===== config.mk =====
export PLATFORM = sky130hd
export DESIGN_NAME = lsd_diag_channel
export DESIGN_NICKNAME = d
export VERILOG_FILES = /design/src/rtl/lsd_diag_pkg.sv /design/src/rtl/lsd_sync.sv /design/src/rtl/lsd_flag_filter.sv /design/src/rtl/lsd_quiet_timer.sv /design/src/rtl/lsd_diag_channel.sv
export SDC_FILE = /design/constraint.sdc
export NUM_CORES = 1
export LEC_CHECK = 0
export BUFFER_PORTS_ARGS = -buffer_cell sky130_fd_sc_hd__clkbuf_2
export CORE_UTILIZATION = 54
export DETAILED_ROUTE_END_ITERATION = 12
export PLACE_DENSITY = 0.76
export SETUP_SLACK_MARGIN = 0.2
export SYNTH_ARGS = -nofsm -noshare
export SYNTH_HDL_FRONTEND = slang
export SYNTH_HIERARCHICAL = 1
export SYNTH_SLANG_ARGS = --single-unit

===== constraint.sdc =====
create_clock -name clk -period 1.5 [get_ports clk]
set_clock_uncertainty 0.15 [all_clocks]
set_input_delay 0.075 -clock clk [delete_from_list [all_inputs] [get_ports clk]]
set_output_delay 0.075 -clock clk [all_outputs]
set_load 0.02 [all_outputs]

===== src/rtl/lsd_diag_pkg.sv =====
`timescale 1ns/1ps
// Package: shared flag indices and vector type for the switch supervisor.
// Assumes flags 0..3 are severe, 4..5 filtered warnings, 6 unfiltered warning.
package lsd_diag_pkg;
    localparam int NFLAG    = 7;
    localparam int NFILT    = 6;
    localparam int FL_OVL   = 0;
    localparam int FL_OTEMP = 1;
    localparam int FL_PGND  = 2;
    localparam int FL_SGND  = 3;
    localparam int FL_UCUR  = 4;
    localparam int FL_UVOLT = 5;
    localparam int FL_CLAMP = 6;
    typedef logic [NFLAG-1:0] flag_vec_t;
endpackage


===== src/rtl/lsd_sync.sv =====
`timescale 1ns/1ps
// Module: two-flop synchroniser for a bundle of independent asynchronous bits.
// Assumes the bits need no mutual coherence.
module lsd_sync #(
    parameter int W = 9
) (
    input  logic         clk,
    input  logic         rst_n,
    input  logic [W-1:0] d_i,
    output logic [W-1:0] q_o
);
    logic [W-1:0] meta_q;

    // Two register stages; reset clears both.
    always_ff @(posedge clk) begin
        if (!rst_n) begin
            meta_q <= '0;
            q_o    <= '0;
        end else begin
            meta_q <= d_i;
            q_o    <= meta_q;
        end
    end
endmodule


===== src/rtl/lsd_flag_filter.sv =====
`timescale 1ns/1ps
// Module: persistence filter. hit_o rises after LEN consecutive high samples
// of flag_i and falls on the first low sample; a short pulse restarts the count.
// Assumes LEN >= 1 and flag_i is already synchronous and qualified.
module lsd_flag_filter #(
    parameter int LEN = 16
) (
    input  logic clk,
    input  logic rst_n,
    input  logic flag_i,
    output logic hit_o
);
    localparam int            CW   = (LEN > 1) ? $clog2(LEN) : 1;
    localparam logic [CW-1:0] LAST = CW'(LEN - 1);

    logic [CW-1:0] cnt_q;

    // Count consecutive samples; hold hit while the flag stays high.
    always_ff @(posedge clk) begin
        if (!rst_n) begin
            cnt_q <= '0;
            hit_o <= 1'b0;
        end else if (!flag_i) begin
            cnt_q <= '0;
            hit_o <= 1'b0;
        end else if (cnt_q == LAST) begin
            hit_o <= 1'b1;
        end else begin
            cnt_q <= cnt_q + 1'b1;
        end
    end

    generate
        if (LEN >= 2) begin : g_chk
            // acceptance needs at least two consecutive high samples here
            a_r6_filter_persist: assert property (@(posedge clk) disable iff (!rst_n)
                $rose(hit_o) |-> ($past(flag_i) && $past(flag_i, 2)));
        end
    endgenerate
endmodule


===== src/rtl/lsd_quiet_timer.sv =====
`timescale 1ns/1ps
// Module: saturating counter of consecutive quiet cycles. done_o is high once
// quiet_i has been high for HOLD cycles and stays high until quiet_i drops.
// Assumes HOLD >= 1.
module lsd_quiet_timer #(
    parameter int HOLD = 300
) (
    input  logic clk,
    input  logic rst_n,
    input  logic quiet_i,
    output logic done_o
);
    localparam int            CW  = $clog2(HOLD + 1);
    localparam logic [CW-1:0] LIM = CW'(HOLD);

    logic [CW-1:0] cnt_q;

    assign done_o = (cnt_q == LIM);

    // Restart on activity, saturate at the limit.
    always_ff @(posedge clk) begin
        if (!rst_n)        cnt_q <= '0;
        else if (!quiet_i) cnt_q <= '0;
        else if (!done_o)  cnt_q <= cnt_q + 1'b1;
    end

    // the timer can only be complete after a quiet cycle
    a_r4_done_after_quiet: assert property (@(posedge clk) disable iff (!rst_n)
        done_o |-> $past(quiet_i));
endmodule


===== src/rtl/lsd_diag_channel.sv =====
`timescale 1ns/1ps
// Module: supervisor for one low-side switch. It synchronises the inputs,
// qualifies the fault flags by switch state and filters them. It latches
// severe faults (switch off) and warnings (status only), and stretches the
// status off-transition. Assumes the analog comparators deliver level flags.
module lsd_diag_channel
    import lsd_diag_pkg::*;
#(
    parameter int FILT_CYC     = 16,
    parameter int FILT_OFF_CYC = 40,
    parameter int HOLD_CYC     = 300
) (
    input  logic clk,
    input  logic rst_n,
    input  logic en_i,
    input  logic ctl_i,
    input  logic ovl_i,
    input  logic otemp_i,
    input  logic pgnd_i,
    input  logic sgnd_i,
    input  logic ucur_i,
    input  logic uvolt_i,
    input  logic clamp_i,
    output logic gate_o,
    output logic stat_o
);
    localparam int SW = NFLAG + 2;

    logic [SW-1:0]    raw_bus, sync_bus;
    flag_vec_t        flg_s;
    logic             en_s, ctl_s, on_cmd, off_cmd;
    logic [NFILT-1:0] qual, hit;
    logic             severe, warn_now, rel_done, wq_done;
    logic             sd_lat, warn_lat, cmd_hold;

    assign raw_bus = {clamp_i, uvolt_i, ucur_i, sgnd_i, pgnd_i, otemp_i, ovl_i, ctl_i, en_i};

    lsd_sync #(.W(SW)) u_sync (
        .clk   (clk),
        .rst_n (rst_n),
        .d_i   (raw_bus),
        .q_o   (sync_bus)
    );

    assign en_s    = sync_bus[0];
    assign ctl_s   = sync_bus[1];
    assign flg_s   = sync_bus[SW-1:2];
    assign on_cmd  = en_s & ctl_s;
    assign off_cmd = en_s & ~ctl_s;

    // Qualify each filtered flag by the switch state in which it is meaningful.
    always_comb begin
        qual           = '0;
        qual[FL_OVL]   = flg_s[FL_OVL] & on_cmd;
        qual[FL_OTEMP] = flg_s[FL_OTEMP];
        qual[FL_PGND]  = flg_s[FL_PGND];
        qual[FL_SGND]  = flg_s[FL_SGND];
        qual[FL_UCUR]  = flg_s[FL_UCUR] & on_cmd;
        qual[FL_UVOLT] = flg_s[FL_UVOLT] & off_cmd;
    end

    generate
        for (genvar i = 0; i < NFILT; i++) begin : g_filt
            localparam int LEN = (i == FL_UVOLT) ? FILT_OFF_CYC : FILT_CYC;
            lsd_flag_filter #(.LEN(LEN)) u_filt (
                .clk    (clk),
                .rst_n  (rst_n),
                .flag_i (qual[i]),
                .hit_o  (hit[i])
            );
        end
    endgenerate

    assign severe   = |hit[FL_SGND:FL_OVL];
    assign warn_now = hit[FL_UCUR] | hit[FL_UVOLT] | flg_s[FL_CLAMP];

    lsd_quiet_timer #(.HOLD(HOLD_CYC)) u_rel_tmr (
        .clk     (clk),
        .rst_n   (rst_n),
        .quiet_i (~on_cmd),
        .done_o  (rel_done)
    );

    lsd_quiet_timer #(.HOLD(HOLD_CYC)) u_warn_tmr (
        .clk     (clk),
        .rst_n   (rst_n),
        .quiet_i (~warn_now),
        .done_o  (wq_done)
    );

    // Shutdown latch: set wins over release.
    always_ff @(posedge clk) begin
        if (!rst_n)        sd_lat <= 1'b0;
        else if (severe)   sd_lat <= 1'b1;
        else if (rel_done) sd_lat <= 1'b0;
    end

    // Warning register: self-clearing after a quiet interval.
    always_ff @(posedge clk) begin
        if (!rst_n)        warn_lat <= 1'b0;
        else if (warn_now) warn_lat <= 1'b1;
        else if (wq_done)  warn_lat <= 1'b0;
    end

    // Stretched commanded state: rises at once, falls after a long off phase.
    always_ff @(posedge clk) begin
        if (!rst_n)        cmd_hold <= 1'b0;
        else if (on_cmd)   cmd_hold <= 1'b1;
        else if (rel_done) cmd_hold <= 1'b0;
    end

    assign gate_o = on_cmd & ~sd_lat;
    assign stat_o = cmd_hold ^ (sd_lat | warn_lat);

    // gate on needs enable and control high two edges earlier
    a_r1_gate_needs_cmd: assert property (@(posedge clk) disable iff (!rst_n)
        gate_o |-> ($past(en_i, 2) && $past(ctl_i, 2)));
    // an accepted severe fault removes the gate on the next cycle
    a_r3_severe_kills_gate: assert property (@(posedge clk) disable iff (!rst_n)
        severe |=> !gate_o);
    // the latch falls only when the release timer had completed
    a_r4_release_timed: assert property (@(posedge clk) disable iff (!rst_n)
        $fell(sd_lat) |-> $past(rel_done));
    // the warning register falls only after a full quiet interval
    a_r5_warn_clear_timed: assert property (@(posedge clk) disable iff (!rst_n)
        $fell(warn_lat) |-> $past(wq_done));
    // while commanded on, the stretched state is high next cycle
    a_r8_hold_follows_on: assert property (@(posedge clk) disable iff (!rst_n)
        on_cmd |=> cmd_hold);
endmodule


==> run metrics <==
Worst-path clk slew=0.07 ns; Data required, critical path=about 1.6 ns; Worst Setup End Kind=flip-flop; Die Area=between 5000 and 6000 sq um; Slew Viols, Final=0; Final Hold Fails=0; Final period util=between 90% and 100%; post-route ant nets=0; gp weighted congestion=between 0.7 and 0.8; Syn Area/Cell=between 9 and 10 sq um; IO buf count=12; worst skew pair latency=0.34 ns; sequential share of power=between 50% and 60%; vias per cell=about 5.6; sw power=0.802 mW; die width=roughly 76 um; CTS root buf=clkbuf_8; final wirelength=approximately 5.4 mm; Setup crit start kind=flip-flop; P&R area growth vs syn=26.9%; DR pass1 iterations=4; Core Util, Final=72.3%; grt ovf=0; DP Wirelength=approximately 3.4 mm; worst path arrival time=1.52 ns; outcome=complete, no violations; setup TNS=0 ns; Slew headroom=approximately 78%; LEAKAGE=~1.4 nW; unrepaired setup endpoints after global routing=yes; core area=slightly above 5000 sq um; fmax=694 MHz; met1 GRT Util=between 20% and 30%; hold crit path type=input port to flip-flop; Rows=26; Synth Warn #=6; met2 Usage GRT=32.9%; ant diodes=0; Most Crowded Layer GR=met2; cells after synthesis=just over 300; post-synth top area share=approximately half; met3 usage=roughly 7.4%; Initial Util=57.0%; Max FO, Critical Path=5; vias post-DR=~2400; initial antenna violation count=0; CTS tree=done; Async S/R FF share, synth=0%; Max-cap violations=0; Switching Fraction=a little under a quarter; clock share of power=approximately 38%; Syn Nets=about 330; most numerous cell in the Yosys netlist=dfxtp_1; Clock Path Buffers=2; clk sink count=71; # IOs=13; Die H=around 76 um; Synth top cells by count=71 x dfxtp_1, 25 x a21oi_1, 22 x nand3_1; ranking of synthesized cells by area=dfxtp_1 48%, a21oi_1 4.2%, ha_1 4.2%; Hold WS=between 0.0015 and 0.002 ns; vias in the first global route=a little over 2000; Total Routing Usage GR=19.3%; first-pass GRT wire length=slightly above 8 mm; Final min period=~1.4 ns; WL per Instance=roughly 13 um; Layout Nets=374; EDFF count, synth=0; dominant synthesized flop cell=dfxtp_1; Remaining DRCs=0; crit path kind=flip-flop to flip-flop; Tot Pwr=~3.5 mW; Unique masters post-synth=36; #FFs+latches synth=just over 70; Cell Area, Synth=roughly 2900 sq um; H-tree depth=3; CTS buffer count=9; share of cells above drive strength 1=approximately a third; combinational fraction of design power=about 5.7%; pwr/cell area=928 nW/um^2; largest area contributor in the netlist=dfxtp_1; Least-Margin Pin Slew=0.335 ns; Pint=around 2.7 mW; First DRT Iteration DRCs=between 80 and 90; # setup viols final=0; register area share after synthesis=48.2%; Max VDD drop=between 0.8 and 0.9 mV; largest net degree at the start of global routing=21
-- area by class of cell --
type	count	area, sq um
Clock buffer	11	141
Clock inverter	5	33.8
Fill cell	362	1430
Inverter	13	56.3
Multi-Input combinational cell	222	1680
Sequential cell	71	1470
Tap cell	70	87.6
Timing Repair Buffer	36	278
-- registers in the layout (all words and copies together), names as in the netlist --
name / flops
g_filt.u_filt/hit_o: 6
warn_lat: 1
u_sync/meta_q: 9
sd_lat: 1
cmd_hold: 1
u_rel_tmr/cnt_q: 9
g_filt.u_filt/cnt_q: 26
u_sync/q_o: 9
u_warn_tmr/cnt_q: 9
-- cell usage in the layout (no fill, tap or decap), types with 7 or more instances in the layout --
cell type      count
dfxtp_1           54
a21oi_1           21
nand3_1           19
nand2_1           17
buf_4             14
and2_2            14
nor3_1            11
clkbuf_8          10
dfxtp_4           10
dlygate4sd3_1     10
clkbuf_2          10
a31oi_1            9
nand4_1            9
o21ai_0            9
nor2_1             8
inv_1              8
or3_1              8
and3_1             7
a31o_2             7
and2_1             7
dfxtp_2            7
-- layer usage --
metal  wire, um  part of all wire [%]  vias up
met4         73                   1.4        0
met1       2440                    45     1124
met2       2640                    49       44
met5          0                     0        -
met3        204                   3.8       11
li1           -                     -     1215
-- critical path, cell delays in order (launching register included) --
cell,delay (ns)
dfxtp_4,0.40
inv_4,0.04
ha_4,0.15
and4b_2,0.24
and4_1,0.15
a31o_2,0.20
-- timing repair --
item	4_1_cts	5_1_grt
setup buffers	5	6
setup endpoints to repair	27	31
pin swaps	16	21
gates resized for setup	37	36
hold buffers	10	0
hold endpoints to repair	12	0
-- metrics by stage --
step | setup WS (ns) | instances | instance area, sq um
3_5_place_dp | 0.0890 | 391 | 3130
3_3_place_gp | 0.121 | 391 | 3130
6_report | 0.0600 | 428 | 3740
2_1_floorplan | 0.171 | 307 | 2970
4_1_cts | 0.0989 | 422 | 3570
5_1_grt | 0.00780 | 428 | 3740
-- power groups by stage --
stage	Combinational (mW)	Sequential, mW	Clock, mW
after detailed placement	0.132	2.00	0
after global routing	0.219	1.96	1.44
after CTS	0.179	1.96	1.37
after global placement	0.126	2.00	0
final	0.197	1.96	1.32
after floorplan	0.0854	1.99	0
-- kinds of logic after synthesis --
family	count (synthesis)	share of synthesized area (%)
xor gates and xnor gates	4	1.19
AOI/OAI and AO/OA	63	14.0
muxes	6	2.04
and+or+nand+nor	139	28.3
DFF	71	48.2
adders and majority gates	10	4.24
buffers and inverters	14	2.04
-- path summary, 6_finish.rpt --
| path | startpoint | end | slack (ns) | cells past startpoint |
|---|---|---|---|---|
| max | u_warn_tmr/cnt_q[1] | u_warn_tmr/cnt_q[1] | 0.06 | 5 |
| min | rst_n | u_warn_tmr/cnt_q[4] | 0.002 | 3 |
| max reg2reg | u_warn_tmr/cnt_q[1] | u_warn_tmr/cnt_q[1] | 0.06 | 5 |
| min reg2reg | u_sync/meta_q[4] | u_sync/q_o[4] | 0.29 | 1 |
Note: power is estimated with default switching activity, not from simulation.
